[config.mk]
export PLATFORM = sky130hd
export DESIGN_NAME = seg_xlat_top
export DESIGN_NICKNAME = d
export VERILOG_FILES = /design/src/rtl/seg_xlat_pkg.sv /design/src/rtl/seg_bank.sv /design/src/rtl/seg_pick.sv /design/src/rtl/lin_addr_gen.sv /design/src/rtl/seg_xlat_top.sv
export SDC_FILE = /design/constraint.sdc
export NUM_CORES = 1
export LEC_CHECK = 0
export BUFFER_PORTS_ARGS = -buffer_cell sky130_fd_sc_hd__buf_2
export CAP_MARGIN = 30
export CORE_ASPECT_RATIO = 1.5
export CORE_MARGIN = 2
export CORE_UTILIZATION = 55
export CTS_BUF_LIST = sky130_fd_sc_hd__clkbuf_4 sky130_fd_sc_hd__clkbuf_8 sky130_fd_sc_hd__clkbuf_16
export DETAILED_ROUTE_END_ITERATION = 12
export PLACE_DENSITY = 0.82
export SYNTH_ARGS = -nofsm -noshare
export SYNTH_HDL_FRONTEND = slang
export SYNTH_HIERARCHICAL = 1
export SYNTH_SLANG_ARGS = --single-unit
[constraint.sdc]
create_clock -name clk -period 5.47 [get_ports clk]
set_input_delay 1.3675 -clock clk [delete_from_list [all_inputs] [get_ports clk]]
set_output_delay 1.3675 -clock clk [all_outputs]
set_load 0.1 [all_outputs]
[src/rtl/seg_xlat_pkg.sv]
package seg_xlat_pkg;
  localparam int unsigned SEG_W   = 16;
  localparam int unsigned OFF_W   = 16;
  localparam int unsigned PARA_SH = 4;
  localparam int unsigned NUM_SEG = 4;
  localparam int unsigned SEL_W   = $clog2(NUM_SEG);
  localparam int unsigned LIN_W   = SEG_W + PARA_SH + 1;

  typedef enum logic [SEL_W-1:0] {
    SEG_CODE  = 2'd0,
    SEG_DATA  = 2'd1,
    SEG_STACK = 2'd2,
    SEG_EXTRA = 2'd3
  } seg_id_e;
endpackage

[src/rtl/seg_bank.sv]
module seg_bank #(
  parameter int unsigned NUM   = seg_xlat_pkg::NUM_SEG,
  parameter int unsigned WIDTH = seg_xlat_pkg::SEG_W,
  localparam int unsigned SW   = $clog2(NUM)
) (
  input  logic             clk,
  input  logic             rst_n,
  input  logic             wr_en,
  input  logic [SW-1:0]    wr_sel,
  input  logic [WIDTH-1:0] wr_data,
  input  logic [SW-1:0]    rd_sel,
  output logic [WIDTH-1:0] rd_data
);
  logic [WIDTH-1:0] bank_q [NUM];

  for (genvar g = 0; g < NUM; g++) begin : g_reg
    always_ff @(posedge clk) begin
      if (!rst_n)                            bank_q[g] <= '0;
      else if (wr_en && wr_sel == SW'(g))    bank_q[g] <= wr_data;
    end
  end

  // same-cycle write is forwarded to the reader
  always_comb begin
    if (wr_en && wr_sel == rd_sel) rd_data = wr_data;
    else                           rd_data = bank_q[rd_sel];
  end
endmodule

[src/rtl/seg_pick.sv]
module seg_pick #(
  parameter int unsigned SW = seg_xlat_pkg::SEL_W
) (
  input  logic [SW-1:0] dflt_sel,
  input  logic          ovr_valid,
  input  logic [SW-1:0] ovr_sel,
  output logic [SW-1:0] eff_sel
);
  assign eff_sel = ovr_valid ? ovr_sel : dflt_sel;
endmodule

[src/rtl/lin_addr_gen.sv]
module lin_addr_gen #(
  parameter int unsigned SEG_W   = seg_xlat_pkg::SEG_W,
  parameter int unsigned OFF_W   = seg_xlat_pkg::OFF_W,
  parameter int unsigned PARA_SH = seg_xlat_pkg::PARA_SH,
  localparam int unsigned LIN_W  = SEG_W + PARA_SH + 1
) (
  input  logic [SEG_W-1:0] seg_val,
  input  logic [OFF_W-1:0] offset,
  input  logic             gate_open,
  output logic [LIN_W-1:0] lin_addr
);
  logic [LIN_W-1:0] base, full_sum;

  assign base     = LIN_W'(seg_val) << PARA_SH;
  assign full_sum = base + LIN_W'(offset);
  assign lin_addr = gate_open ? full_sum : {1'b0, full_sum[LIN_W-2:0]};
endmodule

[src/rtl/seg_xlat_top.sv]
module seg_xlat_top
  import seg_xlat_pkg::*;
(
  input  logic             clk,
  input  logic             rst_n,
  input  logic             seg_wr_en,
  input  logic [SEL_W-1:0] seg_wr_sel,
  input  logic [SEG_W-1:0] seg_wr_data,
  input  logic             a20_enable,
  input  logic             req_valid,
  output logic             req_ready,
  input  logic [SEL_W-1:0] req_seg_sel,
  input  logic             req_ovr_valid,
  input  logic [SEL_W-1:0] req_ovr_sel,
  input  logic [OFF_W-1:0] req_offset,
  output logic             rsp_valid,
  input  logic             rsp_ready,
  output logic [LIN_W-1:0] rsp_addr
);
  localparam logic [LIN_W-1:0] MAX_LIN =
    (LIN_W'({SEG_W{1'b1}}) << PARA_SH) + LIN_W'({OFF_W{1'b1}});

  logic [SEL_W-1:0] eff_sel;
  logic [SEG_W-1:0] seg_val;
  logic [LIN_W-1:0] lin_next;
  logic             accept;

  seg_pick #(.SW(SEL_W)) u_pick (
    .dflt_sel (req_seg_sel),
    .ovr_valid(req_ovr_valid),
    .ovr_sel  (req_ovr_sel),
    .eff_sel  (eff_sel)
  );

  seg_bank #(.NUM(NUM_SEG), .WIDTH(SEG_W)) u_bank (
    .clk    (clk),
    .rst_n  (rst_n),
    .wr_en  (seg_wr_en),
    .wr_sel (seg_wr_sel),
    .wr_data(seg_wr_data),
    .rd_sel (eff_sel),
    .rd_data(seg_val)
  );

  lin_addr_gen #(.SEG_W(SEG_W), .OFF_W(OFF_W), .PARA_SH(PARA_SH)) u_gen (
    .seg_val  (seg_val),
    .offset   (req_offset),
    .gate_open(a20_enable),
    .lin_addr (lin_next)
  );

  assign req_ready = !rsp_valid || rsp_ready;
  assign accept    = req_valid && req_ready;

  always_ff @(posedge clk) begin
    if (!rst_n) begin
      rsp_valid <= 1'b0;
      rsp_addr  <= '0;
    end else if (accept) begin
      rsp_valid <= 1'b1;
      rsp_addr  <= lin_next;
    end else if (rsp_ready) begin
      rsp_valid <= 1'b0;
    end
  end

  assert_hold_stable_R8: assert property (@(posedge clk) disable iff (!rst_n)
    rsp_valid && !rsp_ready |=> rsp_valid && $stable(rsp_addr));

  assert_ready_when_empty_R8: assert property (@(posedge clk) disable iff (!rst_n)
    !rsp_valid |-> req_ready);

  assert_one_cycle_latency_R6: assert property (@(posedge clk) disable iff (!rst_n)
    req_valid && req_ready |=> rsp_valid);

  assert_wrap_clears_bit20_R3: assert property (@(posedge clk) disable iff (!rst_n)
    req_valid && req_ready && !a20_enable |=> !rsp_addr[LIN_W-1]);

  assert_addr_ceiling_R9: assert property (@(posedge clk) disable iff (!rst_n)
    rsp_valid |-> rsp_addr <= MAX_LIN);
endmodule

After elaboration in Yosys (flattened, before gate mapping):

Memory sizes are Yosys's and may differ from the RTL's.
Index checks and enable logic that the tools add are counted.

* word-level logic and storage cells: 44
* output and inout port bits: 23
* input port bits: 45
* flip-flop bits (word level): 22
* memory bits (writable): 64
* memories: 1

* add/subtract/negate cells: 1
* eq/ne operators: 4
* bitwise gates (word level): 4
* reductions and logical operators: 10
* mux-type cells: 22

Memories
* u_bank.bank_q: depth 4, bits a word 16, rd ports 1, clocked after memory_dff 0, write ports 4, RTL line seg_bank.sv:14 `logic [WIDTH-1:0] bank_q [NUM];`

Operator list (number)
* 2-to-1 mux 16 bit: 5
* adder 20 x 16 -> 21 bit: 1
* 2-to-1 mux 21 bit: 1
* 2-to-1 mux 1 bit: 15
* logical AND 1 bit: 6
* equality test 2 bit (second input constant): 2
* bitwise OR 1 bit: 4
* equality test 2 x 1 -> 1 bit (second input constant): 1
* equality test 2 bit: 1
* logical NOT 2 bit: 1
* 2-to-1 mux 2 bit: 1
* nonzero test 2 bit: 1
* logical NOT 1 bit: 1
* logical OR 1 bit: 1

Depth between registers and ports, before layout:

Gate-level depths: netlist of the first run.

* word-level depth: 6
* mapped depth: 15
* mapped depth without buffers: 13

Hierarchy:

The synthesis of the first run kept the hierarchy.

Modules (own cells, without submodules)
* seg_bank: seq. area each 1921.8 um2, area each 3119.2 um2, cells an instance 189, instances 1
* seg_xlat_top: seq. area each 440.4 um2, area each 914.6 um2, cells an instance 97, instances 1
* lin_addr_gen: seq. area each 0.0 um2, area each 691.9 um2, cells an instance 89, instances 1
* seg_pick: seq. area each 0.0 um2, area each 22.5 um2, cells an instance 2, instances 1

Least setup slack after synthesis of the first run:

Ideal clock, no wire load.

* path type: in2reg
* from: input port req_ovr_valid
* to: register rsp_addr[20]
* library setup time: 0.120 ns
* stages: 15
* slack: 1.047 ns
* arrival time: 4.302 ns
* cells stage by stage: mux2_2 buf_2 xnor2_1 nand3_2 buf_6 mux2_4 ha_1 fa_1 a21o_1 a221oi_2 nand4b_1 nand2_1 and4_1 nand2_1 mux2i_1

* longest elaborated chain between the ends: 6
* elaborated cells between the ends (all ways): 7
* classes of those cells: 1 x add/sub; 1 x eq/ne; 3 x mux; 1 x reduce/logical; 1 x memory

RTL lines
* start, declared: RTL line seg_xlat_top.sv:13 `input logic req_ovr_valid,`
* 2-to-1 mux 2 bit *: RTL line seg_pick.sv:9 `assign eff_sel = ovr_valid ? ovr_sel : dflt_sel;`
* parallel branches: the longest is 2 deep, another holds memory read (4 x 16 bit)
* 2-to-1 mux 16 bit *: RTL line seg_bank.sv:25 `if (wr_en && wr_sel == rd_sel) rd_data = wr_data;`
* net seg_val[0]: RTL line seg_xlat_top.sv:24 `logic [SEG_W-1:0] seg_val;`
* adder 20 x 16 -> 21 bit *: RTL line lin_addr_gen.sv:15 `assign full_sum = base + LIN_W'(offset);`
* 2-to-1 mux 21 bit *: RTL line lin_addr_gen.sv:16 `assign lin_addr = gate_open ? full_sum : {1'b0, full_sum[LIN_W-2:0]};`
* net lin_next[20]: RTL line seg_xlat_top.sv:25 `logic [LIN_W-1:0] lin_next;`
* end signal, assigned: RTL line seg_xlat_top.sv:61 `rsp_addr <= lin_next;`
* end, declared: RTL line seg_xlat_top.sv:18 `output logic [LIN_W-1:0] rsp_addr`

Mark *: on every way through the listed nets, which the timed path passes.
A chain may end at the register's enable or synchronous reset.

Worst setup path in the final report of the first run:

* from: input port req_ovr_valid
* to: register rsp_addr[20]

* longest elaborated chain between the ends: 6
* elaborated cells between the ends (all ways): 7
* classes of those cells: 1 x add/sub; 1 x eq/ne; 3 x mux; 1 x reduce/logical; 1 x memory

RTL lines
* 2-to-1 mux 2 bit *: RTL line seg_pick.sv:9
* net eff_sel[0]: RTL line seg_xlat_top.sv:23 `logic [SEL_W-1:0] eff_sel;`
* parallel branches: the longest is 2 deep, another holds memory read (4 x 16 bit)
* 2-to-1 mux 16 bit *: RTL line seg_bank.sv:25
* net seg_val[0]: RTL line seg_xlat_top.sv:24
* adder 20 x 16 -> 21 bit *: RTL line lin_addr_gen.sv:15
* 2-to-1 mux 21 bit *: RTL line lin_addr_gen.sv:16
* net lin_next[20]: RTL line seg_xlat_top.sv:25

Marked as above.

==> impl_results.md, run 1 <==
- CTS Buf Count: 9
- Unique masters post-synth: 50
- Post-CTS sizing: 0
- Cell-internal power: approximately 1.2 mW
- Most common cell on crit path: nand2_1
- Die area: 0.00941 mm^2
- Final HPWL DP: 6800 um
- Worst Tran Pin Value: roughly 1100 ps
- Critical path class: input pin to flip-flop
- Post-CTS Setup Bufs: 0
- Routed wire length: roughly 9700 um
- Initial Utilization: 0.564
- DRC Markers: 0
- Synth Cell Area: around 0.0047 mm^2
- Clock transition at path regs: roughly 60 ps
- Crit path max-delay family: multiplexers
- Clock network power share: 0.288
- RSZ-0062 raised after global routing: no
- Initial antenna violation count: 0
- Clk sink count: between 80 and 90
- Die W: between 70 and 80 um
- Area of the core: between 0.008 and 0.009 mm^2
- CP Launch Type: input pin
- Max_slew headroom: 0.282
- Reg-to-reg slack, setup: 2330 ps
- Worst-Skew Late Latency: around 340 ps
- Die Ht: 118 um
- Top_reg_cell synth: edfxtp_1
- Worst Skew: 6.29 ps
- Final Power: 1.86 mW
- Count of flip-flops with a built-in enable after synthesis: 64
- Total global-route track usage: 0.220
- Peak Freq: 0.226 GHz
- GRT overflow: 0
- Critical Path RT: 5680 ps
- NetSw: between 0.6 and 0.7 mW
- Outcome: complete, no violations
- Comb power frac: 0.293
- Port Buffer Count: between 60 and 70
- Critical path capture point type: flip-flop
- Static leakage: 2.23 nW
- Hold Startpoint: rsp_addr[14]$_SDFFE_PN0P_
- H-Tree Depth: 3
- GP Congestion: ~0.85
- Final Max Tran Viols: 0
- IO Pins: between 60 and 70
- Finish-stage setup viols: 0
- 1st-pass router iterations: 4
- Nets: ~490
- Wirelength per Cell: ~18 um
- RR Endpoint: rsp_addr[20]$_SDFFE_PN0P_
- Synthesized instance count: 377
- Inserted Diodes: 0
- Synth Register Bits: 86
- Most common cell after layout, fill and taps aside: buf_2
- Antenna Nets Post-Route: 0
- Starting DRC count in detailed routing: between 100 and 150
- Setup_tns: 0 ps
- Layout cells sized above 1: 0.284
- WP buf/inv: 1
- RR Startpoint: u_bank/bank_q[0][0]$_SDFFCE_PN0P_
- Core Rows: 41
- Yosys warns: 6
- DR vias/cell: ~5.7
- Slowest stage delay, CP: around 560 ps
- Worst min-delay path class: flip-flop to flip-flop
- Syn nets: about 440
- CP arrival: between 4000 and 5000 ps
- Avg Cell Area, Syn: 12.6 um^2
- Worst Path Max Fanout: 8
- Asr flop ratio synth: 0
- Post-route minimum period: about 4400 ps
- R2R cell count: 11
- CP endpoint: rsp_addr[20]$_SDFFE_PN0P_
- First-pass GRT wire length: 15,500 um
- Final Cycle Share: 0.810
- Slowest cell on the critical path: mux4_2
- Number of global-route vias before repair: approximately 3,200
- Post-CTS Hold Fix Bufs: 0
- Worst Setup SP: req_ovr_valid
- Largest net degree at the start of global routing: 49
- CP Cell Sequence: buf_2 -> mux2_2 -> mux4_2 -> mux2_4 -> ha_1 -> fa_1 -> a21o_1 -> a221oi_2 -> nand4b_1 -> nand2_1 -> and4_1 -> nand2_1 -> mux2i_1
- VDD IR max: between 0.0002 and 0.00025 V
- Seq pwr share: 0.419
- Worst path depth: 13
- Sequential area share after synthesis: 0.497
- P&R area growth vs syn: 11.7%
- Clk root buf: clkbuf_16
- CTS tree: done
- DR vias: between 3,000 and 4,000
- Switching Fraction: 0.331
- Final hold violation count: 0
- MaxCap Viol Count: 0
- Pwr dens: ~350 mW/mm^2
- Clock Path Buffers: 2
- Most frequent cells in the layout: buf_2, and2_1, edfxtp_1
-- power groups by stage --
stage	registers, mW	logic (mW)	clock network (mW)
final	0.781	0.546	0.537
after global routing	0.787	0.585	0.571
after CTS	0.782	0.545	0.547
after detailed placement	0.794	0.543	0
after global placement	0.791	0.530	0
after floorplan	0.957	0.291	0
-- registers in the layout (all words and copies together), names as in the netlist --
name	flops
u_bank/bank_q	64
rsp_addr	21
rsp_valid	1
-- worst register-to-register path: stages (launching register included) --
cell,delay (ps)
edfxtp_1,380
mux4_2,470
mux2_4,280
ha_1,210
fa_1,400
a21o_1,210
a221oi_2,410
nand4b_1,210
nand2_1,90
and4_1,220
nand2_1,50
mux2i_1,80
-- how the worst min path moves through the flow --
stage	end	cells after the start	slack, ps
global route	rsp_addr[6]$_SDFFE_PN0P_	2	470
floorplan	rsp_addr[18]$_SDFFE_PN0P_	5	840
global placement	rsp_addr[13]$_SDFFE_PN0P_	2	440
CTS	rsp_addr[10]$_SDFFE_PN0P_	2	450
detailed placement	rsp_addr[10]$_SDFFE_PN0P_	2	450
finish	rsp_addr[14]$_SDFFE_PN0P_	2	450
-- synthesized netlist by cell type (2+ instances only) --
| cell | count | share of area |
|---|---|---|
| a21o_1 | 4 | 0.0063 |
| a21oi_1 | 7 | 0.0074 |
| and2_1 | 65 | 0.086 |
| and3_1 | 2 | 0.0026 |
| buf_12 | 4 | 0.017 |
| buf_2 | 7 | 0.0074 |
| buf_4 | 4 | 0.0063 |
| buf_6 | 3 | 0.0071 |
| clkbuf_1 | 7 | 0.0055 |
| dfxtp_1 | 22 | 0.093 |
| edfxtp_1 | 64 | 0.40 |
| ha_1 | 12 | 0.032 |
| inv_1 | 3 | 0.0024 |
| mux2_2 | 8 | 0.019 |
| mux2_4 | 10 | 0.032 |
| mux2i_1 | 21 | 0.044 |
| mux4_1 | 6 | 0.033 |
| mux4_2 | 10 | 0.047 |
| nand2_1 | 53 | 0.042 |
| nand3_1 | 4 | 0.0042 |
| nand3b_1 | 2 | 0.0032 |
| nand4_1 | 3 | 0.0040 |
| nor2_1 | 7 | 0.0055 |
| nor2b_1 | 2 | 0.0026 |
| nor3_1 | 2 | 0.0021 |
| nor3b_2 | 2 | 0.0053 |
| o21a_1 | 2 | 0.0032 |
| o21ai_0 | 4 | 0.0042 |
| o21ai_1 | 4 | 0.0042 |
| xnor2_1 | 6 | 0.011 |
| xor2_1 | 8 | 0.015 |
-- layer usage --
layer | part of all wire | routed length, um | track usage
met5 | 0 | 0 | 0
met4 | 0.041 | 401 | 0.139
met1 | 0.37 | 3580 | 0.233
met3 | 0.040 | 385 | 0.0253
met2 | 0.55 | 5290 | 0.400
-- logic make-up after synthesis --
logic type               Yosys count  synth area share
AO/OA/AOI/OAI                     29            0.0440
XOR/XNOR                          14            0.0258
adder cells (fa/ha/maj)           13            0.0358
buffers and inverters             28            0.0456
flip-flops                        86             0.497
multiplexers                      55             0.175
AND/OR/NAND/NOR                  152             0.176
-- cell type report --
type,count,area [um^2]
multi-input cells,263,2170
inverters,3,11.3
clock buffers,10,233
flip-flops and latches,86,2360
well taps,107,134
repair buffers,71,369
clock inverters,4,26.3
fillers,640,3110
-- metrics by stage --
step	util	area [um^2]	setup WS, ps	hold WS, ps	instances
after floorplan	-	4750	1050	844	377
after global placement	0.598	5030	851	440	529
after detailed placement	0.600	5050	726	447	530
after CTS	0.631	5310	1080	455	544
after global routing	0.631	5310	891	468	544
final	0.631	5310	1040	451	544
Note: power is estimated with default switching activity, not from simulation.
==> inputs of run 2 (changes only) <==
--- a/config.mk
+++ b/config.mk
@@ -9,10 +9,10 @@
 export CAP_MARGIN = 30
 export CORE_ASPECT_RATIO = 1.5
 export CORE_MARGIN = 2
-export CORE_UTILIZATION = 55
+export CORE_UTILIZATION = 52
 export CTS_BUF_LIST = sky130_fd_sc_hd__clkbuf_4 sky130_fd_sc_hd__clkbuf_8 sky130_fd_sc_hd__clkbuf_16
 export DETAILED_ROUTE_END_ITERATION = 12
-export PLACE_DENSITY = 0.82
+export PLACE_DENSITY = 0.81
 export SYNTH_ARGS = -nofsm -noshare
 export SYNTH_HDL_FRONTEND = slang
 export SYNTH_HIERARCHICAL = 1
==> constraint.sdc (replaced) <==
create_clock -name clk -period 3.7 [get_ports clk]
set_input_delay 0.925 -clock clk [delete_from_list [all_inputs] [get_ports clk]]
set_output_delay 0.925 -clock clk [all_outputs]
set_load 0.1 [all_outputs]
==> impl_results.md, run 2 (synthesis gave the netlist of run 1 again) <==
- Outcome: complete, no violations
- Wirelength per Cell: 16.9 um
- DR vias/cell: 5.50
- Grt met1 use: 0.220
- GRT overflow: 0
- Worst min-delay path class: flip-flop to flip-flop
- Antenna Nets Post-Route: 0
- Initial Utilization: 0.538
- Worst-Skew Late Latency: about 340 ps
- Static leakage: between 2 and 2.5 nW
- CP arrival: between 3000 and 4000 ps
- Setup_tns: 0 ps
- Max_slew headroom: 0.305
- Dpl ws: -261 ps
- Inserted Diodes: 0
- Die Ht: about 120 um
- Largest net degree at the start of global routing: 47
- Final Power: ~2.9 mW
- Most used routing layer: met2
- 1st-pass router iterations: 4
- Comb power frac: 0.317
- GP Congestion: about 0.9
- First-pass GRT wire length: ~15,000 um
- Peak Freq: 0.281 GHz
- DRC Markers: 0
- P&R area growth vs syn: 18.4%
- Critical path class: input pin to flip-flop
- Final hold violation count: 0
- Seq pwr share: 0.401
- Routed wire length: 9810 um
- Clk sink count: between 80 and 90
- Finish-stage setup viols: 0
- Most frequent cells in the layout: buf_2, and2_1, edfxtp_1
- Final Max Tran Viols: 0
- Starting DRC count in detailed routing: about 110
- Layout cells sized above 1: 0.348
- MaxCap Viol Count: 0
- Critical Path RT: around 4000 ps
- CTS tree: done
- Switching Fraction: 0.333
- Clock network power share: 0.282
- Clock Path Buffers: 2
- Port Buffer Count: 67
- Clk root buf: clkbuf_16
- NetSw: 0.956 mW
- Cell-internal power: 1.92 mW
- Fin util: 0.637
- Largest Register: u_bank/bank_q
- H-Tree Depth: 3
- Post-route minimum period: around 3600 ps
- Nets: 525
- VDD IR max: approximately 0.00028 V
- RSZ-0062 raised after global routing: no
- Worst Path Max Fanout: 5
- Clock transition at path regs: approximately 60 ps
- Area of the core: between 0.008 and 0.009 mm^2
- CTS Buf Count: 9
- Top Registers: u_bank/bank_q: 64 flops, rsp_addr: 21 flops, rsp_valid: 1 flops
- Flip-flop count of the largest register after layout: 64
- Final setup margin: roughly 140 ps
- Number of global-route vias before repair: roughly 3,200
- Worst Skew: ~6.4 ps
- Final Cycle Share: 0.961
- Die area: about 0.0099 mm^2
- Post-CTS Hold Fix Bufs: 0
- Final HPWL DP: 7080 um
- Hold slack: roughly 450 ps
- Pwr dens: roughly 510 mW/mm^2
- Core Rows: 42
- Die W: 82.0 um
- IO Pins: just under 70
- Most common cell after layout, fill and taps aside: buf_2
- Met3 Resource Use GR: 0.0246
- DR vias: approximately 3,200
- Worst Tran Pin Value: 1040 ps
- Total global-route track usage: 0.209
- Critical path capture point type: flip-flop
- Initial antenna violation count: 0
- Global Route met2 Usage: 0.389
- CP Launch Type: input pin
==> run 2: critical path, stage by stage <==
cell and delay, ps:
buf_2 120, mux2_4 350, buf_4 170, mux4_2 420, mux2_4 280, ha_4 230
a21o_1 170, a31o_1 230, a2111oi_4 420, o21ai_1 120, xor2_1 160, nand2_1 70
mux2i_1 150
==> run 2: cell type report <==
cell class                 instances  area [um^2]
multi-input combinational        263         2230
fill                             692         3210
clock inverter                     6         40.0
clock buffer                       9          225
timing repair buffer             104          613
tap                              110          138
inverter                           3         11.3
sequential                        86         2360
==> run 2: power groups by stage <==
| stage | registers, mW | clock network (mW) | logic [mW] |
|---|---|---|---|
| CTS | 1.15 | 0.826 | 0.887 |
| floorplan | 1.41 | 0 | 0.438 |
| detailed placement | 1.17 | 0 | 0.885 |
| finish | 1.15 | 0.810 | 0.910 |
| global route | 1.16 | 0.859 | 0.974 |
| global placement | 1.17 | 0 | 0.865 |
==> run 2: worst paths after layout <==
| path | from | endpoint | slack, ps | cells after the start |
|---|---|---|---|---|
| worst max-delay path | req_ovr_valid | rsp_addr[15]$_SDFFE_PN0P_ | 140 | 13 |
| worst min-delay path | rsp_addr[4]$_SDFFE_PN0P_ | rsp_addr[4]$_SDFFE_PN0P_ | 450 | 2 |
| worst max register to register | u_bank/bank_q[3][0]$_SDFFCE_PN0P_ | rsp_addr[20]$_SDFFE_PN0P_ | 820 | 11 |
| worst min register to register | rsp_addr[4]$_SDFFE_PN0P_ | rsp_addr[4]$_SDFFE_PN0P_ | 450 | 2 |
==> run 2: through the flow <==
stage | instance area, um^2 | cells
after floorplan | 4790 | 377
after global placement | 5310 | 564
after detailed placement | 5310 | 564
after CTS | 5580 | 579
after global routing | 5620 | 581
final | 5620 | 581
==> run 2: layer usage <==
metal | share of wire | vias to the layer above
met5 | 0 | -
met4 | 0.029 | 0
met3 | 0.040 | 22
met2 | 0.56 | 96
met1 | 0.37 | 1551
li1 | - | 1525
==> run 2: repair_timing <==
item / 4_1_cts / 5_1_grt
gates resized for setup: 0 / 5
hold endpoints to repair: 0 / 0
setup endpoints to repair: 0 / 9
setup buffers: 0 / 2
==> inputs of run 3 (changes only) <==
--- a/config.mk
+++ b/config.mk
@@ -5,8 +5,8 @@
 export SDC_FILE = /design/constraint.sdc
 export NUM_CORES = 1
 export LEC_CHECK = 0
-export BUFFER_PORTS_ARGS = -buffer_cell sky130_fd_sc_hd__buf_2
-export CAP_MARGIN = 30
+export BUFFER_PORTS_ARGS = -buffer_cell sky130_fd_sc_hd__clkbuf_2
+export CAP_MARGIN = 40
 export CORE_ASPECT_RATIO = 1.5
 export CORE_MARGIN = 2
 export CORE_UTILIZATION = 52
==> impl_results.md, run 3 (synthesis gave the netlist of run 1 again) <==
- Global Route met2 Usage: 0.381
- DRC Markers: 0
- CTS tree: done
- Met3 Resource Use GR: 0.0461
- Static leakage: ~2.4 nW
- Routed wire length: a little under 10,000 um
- Area of the core: 0.00883 mm^2
- Max_slew headroom: 0.454
- Die W: approximately 80 um
- Final instance area: between 0.005 and 0.006 mm^2
- Area after DPL: roughly 0.0053 mm^2
- Number of global-route vias before repair: approximately 3,300
- Total global-route track usage: 0.214
- Clk sink count: 86
- First-pass GRT wire length: around 16,000 um
- Critical Path RT: just under 4000 ps
- Die Ht: roughly 120 um
- CP arrival: between 3000 and 4000 ps
- Starting DRC count in detailed routing: 130
- GRT overflow: 0
- Worst min-delay path class: flip-flop to flip-flop
- Inserted Diodes: 0
- Worst Skew: about 6.3 ps
- Critical path class: input pin to flip-flop
- Fin util: 0.641
- Antenna Nets Post-Route: 0
- H-Tree Depth: 3
- Slowest cell on the critical path: mux4_2
- 1st-pass router iterations: 4
- Clock Path Buffers: 2
- Most common cell after layout, fill and taps aside: clkbuf_2
- P&R area growth vs syn: 19.2%
- MaxCap Viol Count: 0
- IO Pins: 68
- Final HPWL DP: just over 7000 um
- DR vias: roughly 3,200
- Post-CTS Hold Fix Bufs: 0
- Worst-Skew Late Latency: ~340 ps
- Worst Path Max Fanout: 5
- WP buf/inv: 1
- Core Rows: 42
- Final hold violation count: 0
- Largest Register: u_bank/bank_q
- Wirelength per Cell: between 15 and 20 um
- Worst Tran Pin Value: slightly above 800 ps
- Nets: between 500 and 600
- DR vias/cell: roughly 5.5
- Die area: 0.00993 mm^2
- Initial Utilization: 0.538
- Clk root buf: clkbuf_16
- Final Max Tran Viols: 0
- Critical path capture point type: flip-flop
- Peak Freq: 0.280 GHz
- Final Cycle Share: 0.967
- Crit path max-delay family: multiplexers
- RSZ-0062 raised after global routing: no
- Most frequent cells in the layout: clkbuf_2, and2_1, edfxtp_1
- Initial antenna violation count: 0
- Clock transition at path regs: around 60 ps
- Outcome: complete, no violations
- Finish-stage setup viols: 0
- Flip-flop count of the largest register after layout: 64
- Port Buffer Count: 67
- Layout cells sized above 1: 0.349
- Post-route minimum period: 3580 ps
- CP Cell Sequence: clkbuf_2 -> mux2_4 -> mux4_2 -> mux2_4 -> ha_4 -> fa_2 -> a21o_1 -> a221oi_4 -> nand4b_1 -> nand2_1 -> and4_1 -> nand2_1 -> mux2i_1
- Largest net degree at the start of global routing: 48
- Pwr dens: 512 mW/mm^2
- GP Congestion: about 0.94
- Slowest stage delay, CP: between 400 and 500 ps
- Setup_tns: 0 ps
- Grt met1 use: 0.241
- Most used routing layer: met2
- Top Registers: u_bank/bank_q: 64 flops, rsp_addr: 21 flops, rsp_valid: 1 flops
- VDD IR max: approximately 0.00036 V
- CP Launch Type: input pin
- CTS Buf Count: 9
run 3: changes by cell type in the layout (fill, tap and decap cells not counted), moves of 2 or more:
cell        delta
buf_2         -67
clkbuf_2      +67
clkinv_2       -2
clkinvlp_4     +2
run 3: layout make-up:
class / count / area, um^2
clock buffer: 9 / 225
clock inverter: 7 / 48.8
fill: 669 / 3170
inverter: 3 / 11.3
multi-input combinational: 263 / 2240
sequential: 86 / 2360
tap: 110 / 138
timing repair buffer: 105 / 637
run 3: metal layers:
| metal | share of wire | vias to the layer above |
|---|---|---|
| li1 | - | 1534 |
| met1 | 0.39 | 1533 |
| met2 | 0.54 | 93 |
| met3 | 0.041 | 22 |
| met4 | 0.027 | 0 |
| met5 | 0 | - |
run 3: per-stage QoR:
step / std cells / power, mW / hold slack (ps) / worst slack (ps)
floorplan: 377 / 1.85 / 844 / -151
global placement: 563 / 2.04 / 441 / -183
detailed placement: 566 / 2.06 / 446 / -242
CTS: 582 / 2.89 / 457 / 113
global route: 583 / 3.02 / 474 / 19.6
finish: 583 / 2.90 / 455 / 124
run 3: power by group:
part,internal [mW],switching (mW),leakage (nW)
logic,0.341,0.569,1.48
registers,1.13,0.0290,0.811
clock network,0.454,0.378,0.125
run 3: tightest hold or removal path: stages, from the launching register on:
cell and delay [ps]:
dfxtp_1 310, nand2_1 50, mux2i_1 50
run 3: path summary, 6_finish.rpt:
check                                                        from  slack, ps                        end  depth (start not counted)
worst max-delay path                                req_ovr_valid        120  rsp_addr[20]$_SDFFE_PN0P_                         13
worst min-delay path                    rsp_addr[11]$_SDFFE_PN0P_        460  rsp_addr[11]$_SDFFE_PN0P_                          2
worst max register to register  u_bank/bank_q[3][0]$_SDFFCE_PN0P_        800  rsp_addr[20]$_SDFFE_PN0P_                         11
worst min register to register          rsp_addr[11]$_SDFFE_PN0P_        460  rsp_addr[11]$_SDFFE_PN0P_                          2
run 3: timing repair:
item                       4_1_cts  5_1_grt
resized for setup                0        4
setup buffers                    0        1
setup endpoints to repair        0        9
